==> config.mk <==
export PLATFORM = sky130hd
export DESIGN_NAME = oc_ref_gen
export DESIGN_NICKNAME = d
export VERILOG_FILES = /design/src/rtl/oc_pkg.sv /design/src/rtl/oc_ctrl.sv /design/src/rtl/oc_dp.sv /design/src/rtl/oc_ref_gen.sv
export SDC_FILE = /design/constraint.sdc
export NUM_CORES = 1
export LEC_CHECK = 0
export ABC_AREA = 1
export CAP_MARGIN = 20
export CORE_MARGIN = 2
export CORE_UTILIZATION = 50
export DETAILED_ROUTE_END_ITERATION = 8
export DONT_BUFFER_PORTS = 1
export PLACE_DENSITY_LB_ADDON = 0.2
export SLEW_MARGIN = 20
export SYNTH_ARGS = -nofsm -noshare
export SYNTH_HDL_FRONTEND = slang
export SYNTH_SLANG_ARGS = --single-unit
==> constraint.sdc <==
create_clock -name clk -period 3.65 [get_ports clk]
set_input_delay 0.73 -clock clk [delete_from_list [all_inputs] [get_ports clk]]
set_output_delay 0.73 -clock clk [all_outputs]
set_load 0.005 [all_outputs]
==> src/rtl/oc_pkg.sv <==
package oc_pkg;

  typedef enum logic [2:0] {
    MODE_FROZEN = 3'd0,
    MODE_SET    = 3'd1,
    MODE_CLR    = 3'd2,
    MODE_TOG    = 3'd3,
    MODE_FLO    = 3'd4,
    MODE_FHI    = 3'd5,
    MODE_PWM1   = 3'd6,
    MODE_PWM2   = 3'd7
  } ocMode_t;

  // strobes from control to datapath
  typedef struct packed {
    logic tick;       // counter advances this clock
    logic clrFlag;    // software clear of the match flag
    logic countDown;  // direction of counting
  } dpStrobe_t;

  localparam int ADDR_W = 3;
  localparam logic [ADDR_W-1:0] ADR_CTRL   = 3'd0;
  localparam logic [ADDR_W-1:0] ADR_PRESC  = 3'd1;
  localparam logic [ADDR_W-1:0] ADR_RELOAD = 3'd2;
  localparam logic [ADDR_W-1:0] ADR_CMP    = 3'd3;
  localparam logic [ADDR_W-1:0] ADR_MODE   = 3'd4;
  localparam logic [ADDR_W-1:0] ADR_FLAG   = 3'd5;

endpackage

==> src/rtl/oc_ctrl.sv <==
module oc_ctrl
  import oc_pkg::*;
#(
  parameter int CNT_W = 16
) (
  input  logic              clk,
  input  logic              rst,
  input  logic              wrEn,
  input  logic [ADDR_W-1:0] wrAddr,
  input  logic [CNT_W-1:0]  wrData,
  output dpStrobe_t         strobe,
  output ocMode_t           cfgMode,
  output logic [CNT_W-1:0]  cfgReload,
  output logic [CNT_W-1:0]  cfgCmp,
  output logic              irqEn,
  output logic              dmaEn
);

  localparam logic [CNT_W-1:0] ONE = CNT_W'(1);

  logic             runEn;
  logic             dirDown;
  logic [CNT_W-1:0] cfgPresc;
  logic [CNT_W-1:0] presCnt;
  logic             tick;

  // register file
  always_ff @(posedge clk) begin
    if (rst) begin
      runEn     <= 1'b0;
      dirDown   <= 1'b0;
      cfgPresc  <= '0;
      cfgReload <= '1;
      cfgCmp    <= '0;
      cfgMode   <= MODE_FROZEN;
      irqEn     <= 1'b0;
      dmaEn     <= 1'b0;
    end else if (wrEn) begin
      case (wrAddr)
        ADR_CTRL: begin
          runEn   <= wrData[0];
          dirDown <= wrData[1];
        end
        ADR_PRESC:  cfgPresc  <= wrData;
        ADR_RELOAD: cfgReload <= wrData;
        ADR_CMP:    cfgCmp    <= wrData;
        ADR_MODE: begin
          cfgMode <= ocMode_t'(wrData[2:0]);
          irqEn   <= wrData[3];
          dmaEn   <= wrData[4];
        end
        default: ;
      endcase
    end
  end

  // prescaler: one tick every cfgPresc+1 clocks while running
  assign tick = runEn && (presCnt >= cfgPresc);

  always_ff @(posedge clk) begin
    if (rst || !runEn) begin
      presCnt <= '0;
    end else if (tick) begin
      presCnt <= '0;
    end else begin
      presCnt <= presCnt + ONE;
    end
  end

  always_comb begin
    strobe.tick      = tick;
    strobe.clrFlag   = wrEn && (wrAddr == ADR_FLAG) && wrData[0];
    strobe.countDown = dirDown;
  end

  // prescaler never runs while stopped
  assert_presc_idle_R1: assert property (@(posedge clk) disable iff (rst)
    !runEn |=> (presCnt == '0));

endmodule

==> src/rtl/oc_dp.sv <==
module oc_dp
  import oc_pkg::*;
#(
  parameter int CNT_W = 16
) (
  input  logic             clk,
  input  logic             rst,
  input  dpStrobe_t        strobe,
  input  ocMode_t          cfgMode,
  input  logic [CNT_W-1:0] cfgReload,
  input  logic [CNT_W-1:0] cfgCmp,
  output logic [CNT_W-1:0] cntVal,
  output logic             ocRef,
  output logic             matchFlag
);

  localparam logic [CNT_W-1:0] ONE = CNT_W'(1);

  logic moved;   // counter stepped in the previous clock
  logic hitNow;  // match event
  logic refNext;
  logic belowCmp;
  logic aboveCmp;

  // counter
  always_ff @(posedge clk) begin
    if (rst) begin
      cntVal <= '0;
      moved  <= 1'b0;
    end else begin
      moved <= strobe.tick;
      if (strobe.tick) begin
        if (strobe.countDown) begin
          cntVal <= (cntVal == '0) ? cfgReload : cntVal - ONE;
        end else begin
          cntVal <= (cntVal >= cfgReload) ? '0 : cntVal + ONE;
        end
      end
    end
  end

  assign hitNow   = moved && (cntVal == cfgCmp);
  assign belowCmp = cntVal < cfgCmp;
  assign aboveCmp = cntVal > cfgCmp;

  // reference next-state
  always_comb begin
    refNext = ocRef;
    case (cfgMode)
      MODE_FROZEN: refNext = ocRef;
      MODE_SET:    if (hitNow) refNext = 1'b1;
      MODE_CLR:    if (hitNow) refNext = 1'b0;
      MODE_TOG:    if (hitNow) refNext = !ocRef;
      MODE_FLO:    refNext = 1'b0;
      MODE_FHI:    refNext = 1'b1;
      MODE_PWM1:   refNext = strobe.countDown ? !aboveCmp : belowCmp;
      MODE_PWM2:   refNext = strobe.countDown ? aboveCmp : !belowCmp;
      default:     refNext = ocRef;
    endcase
  end

  always_ff @(posedge clk) begin
    if (rst) begin
      ocRef     <= 1'b0;
      matchFlag <= 1'b0;
    end else begin
      ocRef <= refNext;
      if (hitNow) begin
        matchFlag <= 1'b1;
      end else if (strobe.clrFlag) begin
        matchFlag <= 1'b0;
      end
    end
  end

  assert_hold_R1: assert property (@(posedge clk) disable iff (rst)
    !strobe.tick |=> $stable(cntVal));

  assert_up_wrap_R2: assert property (@(posedge clk) disable iff (rst)
    (strobe.tick && !strobe.countDown && (cntVal >= cfgReload)) |=> (cntVal == '0));

  assert_down_reload_R3: assert property (@(posedge clk) disable iff (rst)
    (strobe.tick && strobe.countDown && (cntVal == '0)) |=> (cntVal == $past(cfgReload)));

  assert_flag_set_R4: assert property (@(posedge clk) disable iff (rst)
    hitNow |=> matchFlag);

  assert_toggle_R7: assert property (@(posedge clk) disable iff (rst)
    (cfgMode == MODE_TOG && hitNow) |=> (ocRef != $past(ocRef)));

  assert_force_hi_R8: assert property (@(posedge clk) disable iff (rst)
    (cfgMode == MODE_FHI) |=> ocRef);

  assert_force_lo_R8: assert property (@(posedge clk) disable iff (rst)
    (cfgMode == MODE_FLO) |=> !ocRef);

endmodule

==> src/rtl/oc_ref_gen.sv <==
module oc_ref_gen
  import oc_pkg::*;
#(
  parameter int CNT_W = 16
) (
  input  logic              clk,
  input  logic              rst,
  input  logic              wrEn,
  input  logic [ADDR_W-1:0] wrAddr,
  input  logic [CNT_W-1:0]  wrData,
  output logic [CNT_W-1:0]  cntVal,
  output logic              ocRef,
  output logic              matchFlag,
  output logic              irqOut,
  output logic              dmaReq
);

  dpStrobe_t        strobe;
  ocMode_t          cfgMode;
  logic [CNT_W-1:0] cfgReload;
  logic [CNT_W-1:0] cfgCmp;
  logic             irqEn;
  logic             dmaEn;

  oc_ctrl #(.CNT_W(CNT_W)) uCtrl (
    .clk(clk), .rst(rst), .wrEn(wrEn), .wrAddr(wrAddr), .wrData(wrData),
    .strobe(strobe), .cfgMode(cfgMode), .cfgReload(cfgReload),
    .cfgCmp(cfgCmp), .irqEn(irqEn), .dmaEn(dmaEn)
  );

  oc_dp #(.CNT_W(CNT_W)) uDp (
    .clk(clk), .rst(rst), .strobe(strobe), .cfgMode(cfgMode),
    .cfgReload(cfgReload), .cfgCmp(cfgCmp),
    .cntVal(cntVal), .ocRef(ocRef), .matchFlag(matchFlag)
  );

  // requests gated by their enables
  assign irqOut = matchFlag && irqEn;
  assign dmaReq = matchFlag && dmaEn;

  assert_irq_gate_R11: assert property (@(posedge clk) disable iff (rst)
    irqOut |-> matchFlag);

endmodule

# [Word level (Yosys, flattened, before mapping)]
# Index checks and enable logic that the tools add are counted.
# Widths: inputs -> output; s select.
[word_totals] output_inout_bits=20 input_bits=22 register_bits=90 wordCells=70
[op_classes] mux=11 magnitude_cmp=4 bitwise_logic=1 reduce_logical=22 eq_ne=16 addsub=3
[ops] op="$mux 16" n=3
[ops] op="$add 16x1->16 const B" n=2
[ops] op="$ge 16x16->1" n=2
[ops] op="$eq 3x3->1 const B" n=6
[ops] op="$eq 16x16->1" n=1
[ops] op="$gt 16x16->1" n=1
[ops] op="$logic_not 16->1" n=1
[ops] op="$lt 16x16->1" n=1
[ops] op="$sub 16x1->16 const B" n=1
[ops] op="$eq 3x2->1 const B" n=4
[ops] op="$reduce_and 2->1" n=5
[ops] op="$mux 1" n=7
[ops] op="$pmux 1 s7" n=1
[ops] op="$eq 3x1->1 const B" n=2
[ops] op="$logic_and 1x1->1" n=6
[ops] op="$logic_not 3->1" n=2
[ops] op="$ne 2x1->1 const B" n=3
[ops] op="$logic_not 1->1" n=4
[ops] op="$reduce_and 4->1" n=1
[ops] op="$reduce_bool 2->1" n=1
[ops] op="$reduce_or 2->1" n=1
[ops] op="$logic_or 1x1->1" n=1
[ops] op="$not 1->1" n=1

# [Longest topological paths before layout]
[logic_depth] word_depth=5 ltp_mapped=16 depth_no_buf=16

# [Cells and area by module]
# Synthesis repeated with hierarchy kept, for this count alone.
[unflattened] cells_unflattened=866 hier_area_um2=5850.6
[modules_own_cells] mod="oc_ctrl" cells_per_inst=405 area_per_inst_um2=3113.0 seq_area_each_um2=1421.4 instances=1
[modules_own_cells] mod="oc_dp" cells_per_inst=457 area_per_inst_um2=2722.6 seq_area_each_um2=380.4 instances=1
[modules_own_cells] mod="oc_ref_gen" cells_per_inst=4 area_per_inst_um2=15.0 seq_area_each_um2=0.0 instances=1

# [Worst setup path before layout]
# OpenSTA, ideal clock, no wires.
[synth_path] kind="input to register" from="input wrEn" to="register uCtrl.cfgReload[10]" stages=6 required_ps=3512 path_slack_ps=1937 path_buffers=1 setup_time_ps=138 arrival_time_ps=1575 path_cell_list="inv_1 -> nor2_1 -> inv_1 -> nor3_2 -> clkbuf_1 -> o211ai_1"
[synth_between] elab_chain_cells=1
[synth_lines] item="from (decl)" line_no="oc_ref_gen.sv:8" rtl="input logic wrEn,"
[synth_lines] item="$reduce_and 2->1 (no source line)"
[synth_lines] item="to (signal assigned)" line_no="oc_ctrl.sv:45" rtl="ADR_RELOAD: cfgReload <= wrData;"
[synth_lines] item="to (decl)" line_no="oc_ctrl.sv:13" rtl="output logic [CNT_W-1:0] cfgReload,"
# Every way passes these cells.
# A chain may end at the register's enable or synchronous reset.

# [Worst setup path after layout]
[layout_path] from="register uCtrl.presCnt[3]" to="register uCtrl.presCnt[13]"
[layout_between] elab_chain_cells=3 word_cells_on_any_way=4 classes_between="1 x add/sub; 1 x order compare; 2 x reduce/logical"
[layout_lines] item="from (decl)" line_no="oc_ctrl.sv:24" rtl="logic [CNT_W-1:0] presCnt;"
[layout_lines] item="from (signal assigned)" line_no="oc_ctrl.sv:66" rtl="presCnt <= presCnt + ONE;"
[layout_lines] item="$ge 16x16->1" line_no="oc_ctrl.sv:58" rtl="assign tick = runEn && (presCnt >= cfgPresc);"
[layout_lines] item="$logic_and 1x1->1" line_no="oc_ctrl.sv:58"
[layout_lines] item="$reduce_or 2->1 (no source line)"
# Several ways; a longest one is shown, not always the timed one.

==> flow_summary.ini <==
[run_status]
status = finished, final reports clean

[worst_setup_path]
critPathLaunchType = flop
cp-end-kind = flop
crit_path_max_fanout = 33
cp.arrival_ns = 2.74
cp.required_ns = 3.92
setup.worst_path.class = flop to flop

[synth]
syn-num-nets = 940
synth_cells = 866
synth_top_area_cell = dfxtp_1
synthTopCellsByArea = dfxtp_1, nand2_1, ha_1
avgSynthCellArea_um2 = 6.78
ys_warn_count = 0
synth_edf_count = 0
ys_types = 38
async_flop_share_pct = 0
yosysTopAreaCellShare_pct = 30.7
ys_ff_latch = 90
syn_area_um2 = 5880
ys.flop_type = dfxtp_1
ys_seq_area_share_pct = 30.7

[global_route]
grt_max_degree = 56
grt_pass1_vias = 5151
antenna_found_initial = 0
overflow = 0
grt_first_pass_wirelength_um = 24800
track_usage_pct = 24.3

[placed_design]
dp_slack_ns = 1.16
place_inst = 985
dp.final_hpwl_um = 11100
postPlaceCellArea_um2 = 5930
portBuffers = 0
place.gp.congestion = 0.917

[power]
pwr-share-clk_pct = 39.4
switchingPower_mw = 0.729
p_int_mw = 1.68
p_leak_nw = 2.97
irDropWorstVdd_mv = 0.248
power_mw = 2.41
p_per_area_nw_per_um2 = 385
p_sw_share_pct = 30.3
combPwrFrac_pct = 17.2
seq_power_share_pct = 43.4

[floorplanning]
die_area_um2 = 12600
die_x_um = 112
ios = 42
start_util_pct = 51.2
dieHeight_um = 112
core_um2 = 11500
fp-row-count = 39

[layout]
fin_nets = 929
fill_cells = 1143
n_antenna_cell = 0
multi_input_area_um2 = 3450
areaGrowthSynthToFinish_pct = 6.39
drive_gt1_share_pct = 7.21
register_area_um2 = 1800
finish.instance_area_um2 = 6250
stdcell_count = 1003

[sta]
min_period_ns = 2.46
tns_ns = 0
hold_viol_final = 0
fin_crit_sh_pct = 67.5
setup_viol_count_final = 0
fmax_mhz = 406
slew_headroom_pct = 40.9
rsz0062_at_grt = false
setup_slack_ns = 1.19
slew_violations = 0
worst_pin_slew_ns = 0.884
clock_skew_ns = 0.00684

[routing]
drc = 0
dr.pass1.iters = 5
via_per_inst = 5.31
totalWireLength_um = 14800
wl_per_cell_um = 14.7
initialDrtViolationCount = 366
ant_nets = 0
vias = 5322

[clocking]
cts_hold_buf = 0
postCtsSetupBuffers = 0
cts.sinks = 90
clock_latency_ns = 0.36
path_clk_slew_ns = 0.07
root_buffer = clkbuf_16
htree_levels = 3
cts_buffers = 9
cts_buffer_depth = 2
post_cts_resized = 0
cts_tree = built

[worst_hold_path]
holdCritPathClass = input pin to flop

[flow_run]
maxCapViolations = 0
## placed cells by master (no fill, tap or decap), types with 2 or more instances in the layout
| master | Yosys | routed |
|---|---|---|
| o21ai_1 | 9 | 9 |
| inv_2 | 2 | 2 |
| nor3_2 | 4 | 3 |
| xnor2_1 | 2 | 2 |
| nand3_4 | 2 | 2 |
| clkinvlp_4 | 0 | 3 |
| o21a_1 | 3 | 3 |
| a21oi_1 | 66 | 66 |
| nor3_1 | 15 | 15 |
| nand3_1 | 38 | 38 |
| nand2_1 | 208 | 208 |
| o211ai_2 | 9 | 9 |
| nor2_1 | 99 | 99 |
| o21ai_0 | 50 | 50 |
| nor2_4 | 5 | 5 |
| nand2_2 | 4 | 4 |
| xor2_1 | 8 | 8 |
| ha_1 | 52 | 52 |
| o211ai_1 | 17 | 17 |
| nand3_2 | 9 | 9 |
| dfxtp_1 | 90 | 90 |
| nor2_2 | 3 | 3 |
| nor3b_1 | 2 | 2 |
| buf_4 | 2 | 3 |
| clkbuf_16 | 0 | 9 |
| nand4_1 | 8 | 8 |
| inv_1 | 124 | 123 |
## cell usage after synthesis, types with 5 or more instances
master    instances
nor3_1           15
o21ai_1           9
a21oi_1          66
nand3_2           9
buf_2             6
buf_6             5
xor2_1            8
o211ai_1         17
dfxtp_1          90
nand4_1           8
o21ai_0          50
inv_1           124
ha_1             52
nand2_1         208
nor2_1           99
nand3_1          38
o211ai_2          9
nor2_4            5
clkbuf_1         14
## flip-flops by register name, summed over array words and instances, names as in the netlist, 3 cells and up
name,count
uCtrl.cfgCmp,16
uCtrl.cfgMode,3
uCtrl.cfgReload,16
uCtrl.presCnt,16
uDp.cntVal,16
uCtrl.cfgPresc,16
## kinds of logic (layout without fill, tap and decap cells)
logic type,count (synthesis),after routing,synth area share (%)
xor+xnor,10,10,1.49
buf+inv,154,148,10.8
compound gates,157,157,15.5
fa+ha+maj,52,52,11.1
simple gates,403,403,30.5
flops,90,90,30.7
## metrics by stage
stage | util, % | hold WS [ns]
after CTS | 54.3 | 0.429
after floorplan | - | 0.427
after global placement | 51.7 | 0.443
after detailed placement | 51.7 | 0.453
final | 54.5 | 0.435
after global routing | 54.5 | 0.428
## final cells by class
type	count	area share, %
flip-flops and latches	90	28.8
multi-input cells	622	55.1
clock inverters	6	1.06
clock buffers	10	3.66
inverters	127	7.67
repair buffers	5	0.781
well taps	143	2.86
## power groups by stage
| stage | Combinational, mW | Clock (mW) | Sequential (mW) |
|---|---|---|---|
| after floorplan | 0.354 | 0 | 1.05 |
| after global placement | 0.401 | 0 | 1.07 |
| after detailed placement | 0.412 | 0 | 1.07 |
| after CTS | 0.414 | 0.965 | 1.04 |
| after global routing | 0.470 | 1.00 | 1.05 |
| final | 0.414 | 0.949 | 1.04 |
## worst max-delay path, stage by stage, from the launching register on
cell     delay, ns
dfxtp_1       0.41
ha_1          0.27
a21oi_1       0.17
nand2_1       0.09
nand2_1       0.06
nand2_1       0.05
nand2_1       0.05
nand3_1       0.07
nand2_2       0.47
nand3_2       0.46
nor3_1        0.26
## metal layers
layer / wire length [um] / vias up / track usage, % / part of all wire (%)
met4: 340 / 0 / 9.76 / 2.3
li1: - / 2768 / - / -
met1: 6660 / 2430 / 30.2 / 45
met3: 688 / 22 / 4.37 / 4.7
met2: 7070 / 102 / 41.8 / 48
met5: 0 / - / 0 / 0
## final timing paths
path	depth (start not counted)	slack, ns	endpoint	startpoint
setup / recovery	10	1.19	uCtrl.presCnt[13]	uCtrl.presCnt[3]
hold / removal	1	0.44	uCtrl.cfgPresc[0]	rst
setup reg to reg	10	1.19	uCtrl.presCnt[13]	uCtrl.presCnt[3]
hold reg to reg	2	0.46	uCtrl.cfgCmp[0]	uCtrl.cfgCmp[0]
Note: power is estimated with default switching activity, not from simulation.
